### config.mk
export PLATFORM = sky130hd
export DESIGN_NAME = prt_wb_ctrl
export DESIGN_NICKNAME = d
export VERILOG_FILES = /design/src/rtl/prt_pkg.sv /design/src/rtl/prt_decide.sv /design/src/rtl/prt_index.sv /design/src/rtl/prt_wb_ctrl.sv
export SDC_FILE = /design/constraint.sdc
export NUM_CORES = 1
export LEC_CHECK = 0
export BUFFER_PORTS_ARGS = -buffer_cell sky130_fd_sc_hd__buf_4
export CAP_MARGIN = 30
export CORE_AREA = 2 2 70 122
export CTS_CLUSTER_SIZE = 28
export DETAILED_ROUTE_END_ITERATION = 8
export DIE_AREA = 0 0 72 124
export PLACE_DENSITY = 0.81
export SYNTH_ARGS = -nofsm -noshare
export SYNTH_HDL_FRONTEND = slang
export SYNTH_HIERARCHICAL = 1
export SYNTH_SLANG_ARGS = --single-unit
### constraint.sdc
create_clock -name clk -period 1.8 [get_ports clk]
set_input_delay 0.09 -clock clk [delete_from_list [all_inputs] [get_ports clk]]
set_output_delay 0.09 -clock clk [all_outputs]
set_load 0.01 [all_outputs]
### src/rtl/prt_pkg.sv
package prt_pkg;

    localparam int CR_W  = 4;
    localparam int SEL_W = $clog2(CR_W);

    typedef struct packed {
        logic             rec;
        logic             cmp_only;
        logic [SEL_W-1:0] sel;
        logic             inv;
        logic             zero;
    } prt_ctrl_t;

    typedef struct packed {
        logic res_we;
        logic res_zero;
        logic cr_we;
        logic src_zero;
    } prt_dec_t;

    function automatic logic prt_test_pass(input logic [CR_W-1:0] cond,
                                           input logic [SEL_W-1:0] sel,
                                           input logic inv);
        return cond[sel] ^ inv;
    endfunction

endpackage

### src/rtl/prt_decide.sv
module prt_decide
    import prt_pkg::*;
(
    input  logic            valid,
    input  logic            pred,
    input  logic [CR_W-1:0] cond,
    input  prt_ctrl_t       ctrl,
    output prt_dec_t        dec
);
    logic pass;
    logic live;
    logic keep;
    logic zap;

    always_comb begin
        pass = prt_test_pass(cond, ctrl.sel, ctrl.inv);
        live = valid & pred;
        keep = live & pass & ~ctrl.cmp_only;
        zap  = valid & ctrl.zero & ~ctrl.cmp_only & (~pred | ~pass);
        dec.cr_we    = live & (ctrl.rec | ctrl.cmp_only);
        dec.res_we   = keep | zap;
        dec.res_zero = zap;
        dec.src_zero = valid & ~pred & ctrl.zero;
    end
endmodule

### src/rtl/prt_index.sv
module prt_index #(
    parameter int IDX_W = 7,
    parameter int LANES = 2
) (
    input  logic [LANES-1:0][IDX_W-1:0] base,
    input  logic [IDX_W-1:0]            offs,
    output logic [LANES-1:0][IDX_W-1:0] idx
);
    for (genvar g = 0; g < LANES; g++) begin : g_lane
        assign idx[g] = base[g] + offs;
    end
endmodule

### src/rtl/prt_wb_ctrl.sv
module prt_wb_ctrl
    import prt_pkg::*;
#(
    parameter int DATA_W = 64,
    parameter int IDX_W  = 7
) (
    input  logic               clk,
    input  logic               rst,
    input  logic               in_valid,
    input  logic               in_pred,
    input  logic [DATA_W-1:0]  in_result,
    input  logic [CR_W-1:0]    in_cond,
    input  logic [IDX_W-1:0]   in_elem,
    input  logic [IDX_W-1:0]   rt_base,
    input  logic [IDX_W-1:0]   cr_base,
    input  logic               cfg_rec,
    input  logic               cfg_cmp_only,
    input  logic [SEL_W-1:0]   cfg_sel,
    input  logic               cfg_inv,
    input  logic               cfg_zero,
    output logic               out_res_we,
    output logic [IDX_W-1:0]   out_res_idx,
    output logic [DATA_W-1:0]  out_res_data,
    output logic               out_cr_we,
    output logic [IDX_W-1:0]   out_cr_idx,
    output logic [CR_W-1:0]    out_cr_data,
    output logic               out_src_zero
);
    localparam int LANE_RES = 0;
    localparam int LANE_CR  = 1;

    prt_ctrl_t ctrl;
    prt_dec_t  dec;
    logic [1:0][IDX_W-1:0] bases;
    logic [1:0][IDX_W-1:0] idxs;

    assign ctrl = '{rec: cfg_rec, cmp_only: cfg_cmp_only, sel: cfg_sel,
                    inv: cfg_inv, zero: cfg_zero};
    assign bases[LANE_RES] = rt_base;
    assign bases[LANE_CR]  = cr_base;

    prt_decide u_decide (
        .valid (in_valid),
        .pred  (in_pred),
        .cond  (in_cond),
        .ctrl  (ctrl),
        .dec   (dec)
    );

    prt_index #(.IDX_W(IDX_W), .LANES(2)) u_index (
        .base (bases),
        .offs (in_elem),
        .idx  (idxs)
    );

    always_ff @(posedge clk) begin
        if (rst) begin
            out_res_we   <= 1'b0;
            out_res_idx  <= '0;
            out_res_data <= '0;
            out_cr_we    <= 1'b0;
            out_cr_idx   <= '0;
            out_cr_data  <= '0;
            out_src_zero <= 1'b0;
        end else begin
            out_res_we   <= dec.res_we;
            out_res_idx  <= dec.res_we ? idxs[LANE_RES] : '0;
            out_res_data <= (dec.res_we && !dec.res_zero) ? in_result : '0;
            out_cr_we    <= dec.cr_we;
            out_cr_idx   <= dec.cr_we ? idxs[LANE_CR] : '0;
            out_cr_data  <= dec.cr_we ? in_cond : '0;
            out_src_zero <= dec.src_zero;
        end
    end

    // masked-out element never records a condition
    a_r1_masked_no_cr: assert property (@(posedge clk) disable iff (rst)
        (in_valid && !in_pred) |=> !out_cr_we);
    // recording element always writes its condition field
    a_r2_cr_recorded: assert property (@(posedge clk) disable iff (rst)
        (in_valid && in_pred && (cfg_rec || cfg_cmp_only)) |=>
            (out_cr_we && out_cr_data == $past(in_cond)));
    // compare-only never writes a result
    a_r4_cmp_only_quiet: assert property (@(posedge clk) disable iff (rst)
        (in_valid && cfg_cmp_only) |=> !out_res_we);
    // masked element under zeroing writes zero
    a_r5_zero_masked: assert property (@(posedge clk) disable iff (rst)
        (in_valid && !in_pred && cfg_zero && !cfg_cmp_only) |=>
            (out_res_we && out_res_data == '0));
    // idle cycle leaves no writes behind
    a_r7_idle_quiet: assert property (@(posedge clk) disable iff (rst)
        !in_valid |=> (!out_res_we && !out_cr_we && !out_src_zero));
endmodule

==> reports/qor.txt, run 1 <==
Overflow after GRT = 0
Worst ir drop on vdd = 0.490 mV
DRT antenna net count = 0
Hold wc startpoint = in_cond[0]
CP max stage delay = 0.40 ns
CP Class = in2reg
Final #Nets = 562
Num CTS Buffers = 9
Post-Route WL = 8940 um
Final Critical Period = 1.45 ns
Clk sinks = 85
Slowest-stage cell, CP = fa_1
RSZ-0062 raised after global routing = false
Antenna violations before repair = 0
Status = finished clean
Slew Viols, Final = 0
Fillers = 602
Post-layout instance area = 0.00523 mm^2
Yosys cell types = 37
Yosys reg bits = 85
CP required = 2.07 ns
Final setup TNS = 0 ns
CP Cell Sequence = buf_4, ha_1, inv_1, fa_1, nor2b_1, o31a_1, o32ai_1, a311oi_1, and3b_1
Synth Area per Inst = 12.8 um^2
HPWL after DPL = 6730 um
Worst hold stages = 2
Port Buf Inserts = 183
Largest net degree at the start of global routing = 65
Max cap viols = 0
Number of gates resized after cts = 0
Post-CTS Setup Bufs = 0
Most frequent cells in the layout = buf_4, dfxtp_1, and4bb_2
Clock buffer depth = 2
Leakage = 2.47 nW
Crit share post-route = 80.4%
Layout cell share with drive strength beyond 1 = 58.1%
First-pass GRT wire length = 13300 um
Leading cell type in the layout, fill and taps excluded = buf_4
# rows = 43
Critical-path maximum fanout = 3
Final setup fails = 0
Crit-path leading delay family = adder cells
Root Driver = clkbuf_16
Core Region = 0.00791 mm^2
P&R area growth vs syn = 49.5%
Startpoint Class = input pin
Pwr Density = 845 mW/mm^2
DP Area = 0.00492 mm^2
Fmax = 0.691 GHz
Slew headroom = 65.8%
Sink of the worst hold path = out_cr_data[0]
Ant. Diodes = 0
H-tree depth reported by CTS = 3
CTS tree = yes
DIE AREA = 0.00893 mm^2
Global Route Usage Sum = 19.3%
WL/cell = 16.4 um
Crit path buffers/inverters = 2
Die H = 124 um
Remaining DRCs = 0
Vias in the first global route = 2815
Register clock-pin slew on the reported worst setup and hold paths = 0.06 ns
Slew @ Worst Pin = 0.514 ns
Post-synthesis cell count = 274
Element type at the critical path end = register
DRT iter0 DRCs = 98
GP Congestion = 0.848
YS warnings = 6
Hold Fails Final Rpt = 0
IO Count = 184
Dpl ws = 0.0243 ns
Post-layout worst setup margin = 0.353 ns
DR vias/cell = 5.20
Syn nets = 387
Initial Util = 44.2%
Crit path DAT = 1.72 ns
CTS Hold Buffers Added = 0
Chip width = 72 um
Drt pass-1 iters = 7
Vias = 2830
Post-Syn Area = 0.00350 mm^2
Min-Delay Path Class = in2reg
Post-synthesis sequential area ratio = 48.7%
## layer usage
metal	track usage (%)	share of wire (%)	up-vias
met1	20.1	35	1293
met5	0	0	-
met4	8.14	2.6	0
li1	-	-	1370
met2	35.4	54	144
met3	5.91	8.5	23
## power by group
part,internal (W),switching [W]
Combinational,0.000364,0.000257
Clock,0.00115,0.000705
Sequential,0.00193,0.0000129
## cell families after synthesis
family / share of synthesized area (%)
AOI/OAI and AO/OA: 5.26
xor gates and xnor gates: 2.00
adders and majority gates: 5.44
buffers and inverters: 5.19
DFF: 48.7
muxes: 0.859
and+or+nand+nor: 32.6
## Yosys cell counts
library cell	instances	area share, %
dfxtp_1	85	49
and4bb_2	43	15
and3b_1	18	4.5
ha_1	12	4.3
nor4bb_2	11	5.1
buf_2	8	1.1
nor4bb_1	8	2.3
inv_1	7	0.75
a21oi_1	6	0.86
nand2_1	6	0.64
nor2b_1	6	1.1
xnor2_1	6	1.5
clkbuf_2	5	0.72
buf_4	4	0.86
buf_6	4	1.3
clkbuf_1	4	0.43
o21ai_0	4	0.57
mux2i_1	3	0.86
nand3_1	3	0.43
nor2_1	3	0.32
a211oi_1	2	0.43
a21o_1	2	0.43
a311oi_1	2	0.50
fa_1	2	1.1
nor4bb_4	2	1.4
o21a_1	2	0.43
o21bai_1	2	0.43
o31a_1	2	0.50
o32ai_1	2	0.50
or3_1	2	0.36
xor2_1	2	0.50
and4b_4	1	0.39
nand3b_1	1	0.21
nor4_1	1	0.18
nor4b_1	1	0.25
o211a_1	1	0.29
o41a_1	1	0.32
## final cells by class
| class | count | area (um^2) | area share (%) |
|---|---|---|---|
| flip-flops and latches | 85 | 1700 | 32.6 |
| multi-input cells | 157 | 1620 | 31.0 |
| repair buffers | 189 | 1460 | 27.9 |
| clock buffers | 11 | 253 | 4.83 |
| well taps | 90 | 113 | 2.15 |
| clock inverters | 5 | 56.3 | 1.08 |
| inverters | 7 | 26.3 | 0.503 |
## state kept, by name, indices dropped and copies added, names as in the netlist
signal and count:
out_res_idx 7, out_src_zero 1, out_cr_idx 7, out_cr_data 4, out_res_we 1, out_cr_we 1, out_res_data 64
## how the worst max path moves through the flow
stage	from	end	slack, ns	cells past startpoint
3_5_place_dp	in_elem[0]	out_res_idx[6]	0.02	9
5_1_grt	in_elem[0]	out_res_idx[6]	0.24	9
6_report	in_elem[0]	out_res_idx[6]	0.35	9
4_1_cts	in_elem[0]	out_res_idx[6]	0.37	9
2_1_floorplan	cfg_sel[1]	out_res_data[52]	0.33	7
3_3_place_gp	cfg_sel[1]	out_res_data[1]	0.14	6
## stage by stage
step / std cells / utilization [%] / hold slack [ns] / total power [W]
floorplan: 274 / - / 0.254 / 0.00230
global placement: 528 / 62.2 / 0.349 / 0.00259
detailed placement: 528 / 62.2 / 0.353 / 0.00260
CTS: 544 / 66.1 / 0.00914 / 0.00447
global route: 544 / 66.1 / 0.00690 / 0.00460
finish: 544 / 66.1 / 0.0188 / 0.00442
No activity file was read; power rests on OpenSTA's default activity.
==> run 2, diff against run 1 <==
- CORE_AREA: 2 2 70 122 -> 2 2 73 128
- DIE_AREA: 0 0 72 124 -> 0 0 75 130
- PLACE_DENSITY: 0.81 -> 0.78
- clock period: 1.8 -> 1.2 ns (I/O delays scaled with it)
==> reports/qor.txt, run 2 (synthesis gave the netlist of run 1 again) <==
Chip width = 75 um (+4.2%)
Remaining DRCs = 0 (unchanged)
Root Driver = clkbuf_16
Post-layout instance area = 0.00587 mm^2 (+12%)
DP Area = 0.00518 mm^2 (+5.2%)
Initial Util = 39.7% (-4.5 points)
CP required = 1.48 ns (-0.59 ns)
Crit path launch = cr_base[0]
GP Congestion = 0.782 (-7.8%)
DR vias/cell = 5.01 (-3.7%)
Element type at the critical path end = register
Crit share post-route = 108%
Core Region = 0.00881 mm^2 (+11%)
DIE AREA = 0.00975 mm^2 (+9.2%)
# rows = 46 (+7.0%)
Leading cell type in the layout, fill and taps excluded = buf_4
Status = finished with violations
WL/cell = 16.8 um (+2.2%)
Hold Fails Final Rpt = 0 (unchanged)
Antenna violations before repair = 0 (unchanged)
Top Registers = out_res_data (64), out_cr_idx (7), out_res_idx (7)
H-tree depth reported by CTS = 3 (unchanged)
Post-layout worst setup margin = -0.101 ns (-0.454 ns)
IO Count = 184 (unchanged)
Min-Delay Path Class = in2reg
Layout cell share with drive strength beyond 1 = 63.0% (+4.8 points)
Ant. Diodes = 0 (unchanged)
P&R area growth vs syn = 67.8%
Critical Path Sink = out_cr_idx[6]
Dpl ws = -0.566 ns (-0.590 ns)
Slew headroom = 78.3% (+12 points)
DRT antenna net count = 0 (unchanged)
Vias in the first global route = 3118 (+11%)
Max reg flops = 64 (unchanged)
Vias = 3091 (+9.2%)
Most frequent cells in the layout = buf_4, dfxtp_1, and4bb_2
Max cap viols = 0 (unchanged)
Pwr Density = 1130 mW/mm^2 (+34%)
Fmax = 0.768 GHz
CTS tree = yes
Failing checks = negative setup slack
Worst ir drop on vdd = 0.901 mV (+84%)
Register clock-pin slew on the reported worst setup and hold paths = 0.06 ns (about the same)
RSZ-0062 raised after global routing = true
Clock buffer depth = 2 (unchanged)
Leakage = 2.73 nW (+10%)
Startpoint Class = input pin
Slew @ Worst Pin = 0.325 ns (-0.188 ns)
Critical-path maximum fanout = 3 (unchanged)
HPWL after DPL = 7080 um (+5.2%)
Port Buf Inserts = 183 (unchanged)
Die H = 130 um (+4.8%)
Final #Nets = 605 (+7.7%)
Final setup fails = 61 (+61)
Largest net degree at the start of global routing = 37 (-43%)
Final Critical Period = 1.30 ns
Clk sinks = 85 (unchanged)
Global Route Usage Sum = 21.1% (+1.8 points)
Post-Route WL = 10400 um (+16%)
Slew Viols, Final = 0 (unchanged)
Overflow after GRT = 0 (unchanged)
Num CTS Buffers = 9 (unchanged)
CP Class = in2reg
Drt pass-1 iters = 4 (-3)
Top reg by flops = out_res_data
First-pass GRT wire length = 15200 um (+14%)
DRT iter0 DRCs = 61 (-38%)
Crit path DAT = 1.58 ns (-0.14 ns)
[run 2: cell count changes in the layout (fill, tap and decap cells not counted), moves of 4 or more]
cell	before	now
buf_4	186	208
nor4bb_2	11	7
nor4bb_4	2	7
buf_6	0	5
dlygate4sd3_1	0	9
[run 2: where the power goes]
group | internal [W] | total, W | switching, W
combinational | 0.000732 | 0.00121 | 0.000474
clock | 0.00145 | 0.00251 | 0.00106
sequential | 0.00289 | 0.00291 | 0.0000200
[run 2: worst min-delay path by stage]
| stage | from | endpoint | slack [ns] | cells past startpoint |
|---|---|---|---|---|
| final | in_cond[2] | out_cr_data[2] | 0.01 | 2 |
| after global routing | in_result[6] | out_res_data[6] | 0.004 | 2 |
| after CTS | in_cond[2] | out_cr_data[2] | 0.0003 | 2 |
| after detailed placement | in_cond[0] | out_cr_data[0] | 0.33 | 2 |
| after global placement | in_cond[3] | out_cr_data[3] | 0.31 | 2 |
| after floorplan | in_cond[0] | out_cr_data[0] | 0.22 | 1 |
[run 2: layer usage]
metal | wire length (um) | up-vias | track usage [%]
met4 | 272 | 0 | 9.24
met1 | 3540 | 1483 | 20.2
met5 | 0 | - | 0
met2 | 5830 | 131 | 39.4
li1 | - | 1459 | -
met3 | 732 | 18 | 6.72
[run 2: stage by stage]
| stage | power (W) | hold WS [ns] | std cells | setup TNS (ns) | util [%] |
|---|---|---|---|---|---|
| after floorplan | 0.00347 | 0.224 | 274 | -8.56 | - |
| after global placement | 0.00397 | 0.314 | 582 | -34.12 | 58.8 |
| after detailed placement | 0.00401 | 0.330 | 582 | -36.23 | 58.8 |
| after CTS | 0.00664 | 0.000333 | 612 | -2.27 | 65.4 |
| after global routing | 0.00691 | 0.00437 | 617 | -4.33 | 66.7 |
| final | 0.00663 | 0.0107 | 617 | -3.49 | 66.7 |
[run 2: area by class of cell]
class	count	area, um^2
Fill cell	670	2940
Timing Repair Buffer	232	1920
Multi-Input combinational cell	157	1810
Sequential cell	85	1700
Clock buffer	12	246
Tap cell	120	150
Inverter	7	26.3
Clock inverter	4	23.8
[run 2: repair_timing]
item | in CTS | in global routing
hold buffers | 8 | 1
endpoints found under the setup margin | 65 | 70
hold endpoints to repair | 8 | 1
pin swaps | 4 | 8
gates cloned | 4 | 0
buffers inserted | 2 | 6
resized for setup | 28 | 16
[run 2: critical path: stages]
cell and delay, ns:
buf_4 0.09, ha_4 0.12, inv_2 0.04, fa_2 0.40, nor2b_2 0.14, o31a_1 0.24
o32ai_2 0.10, a311oi_1 0.22, and3b_1 0.17
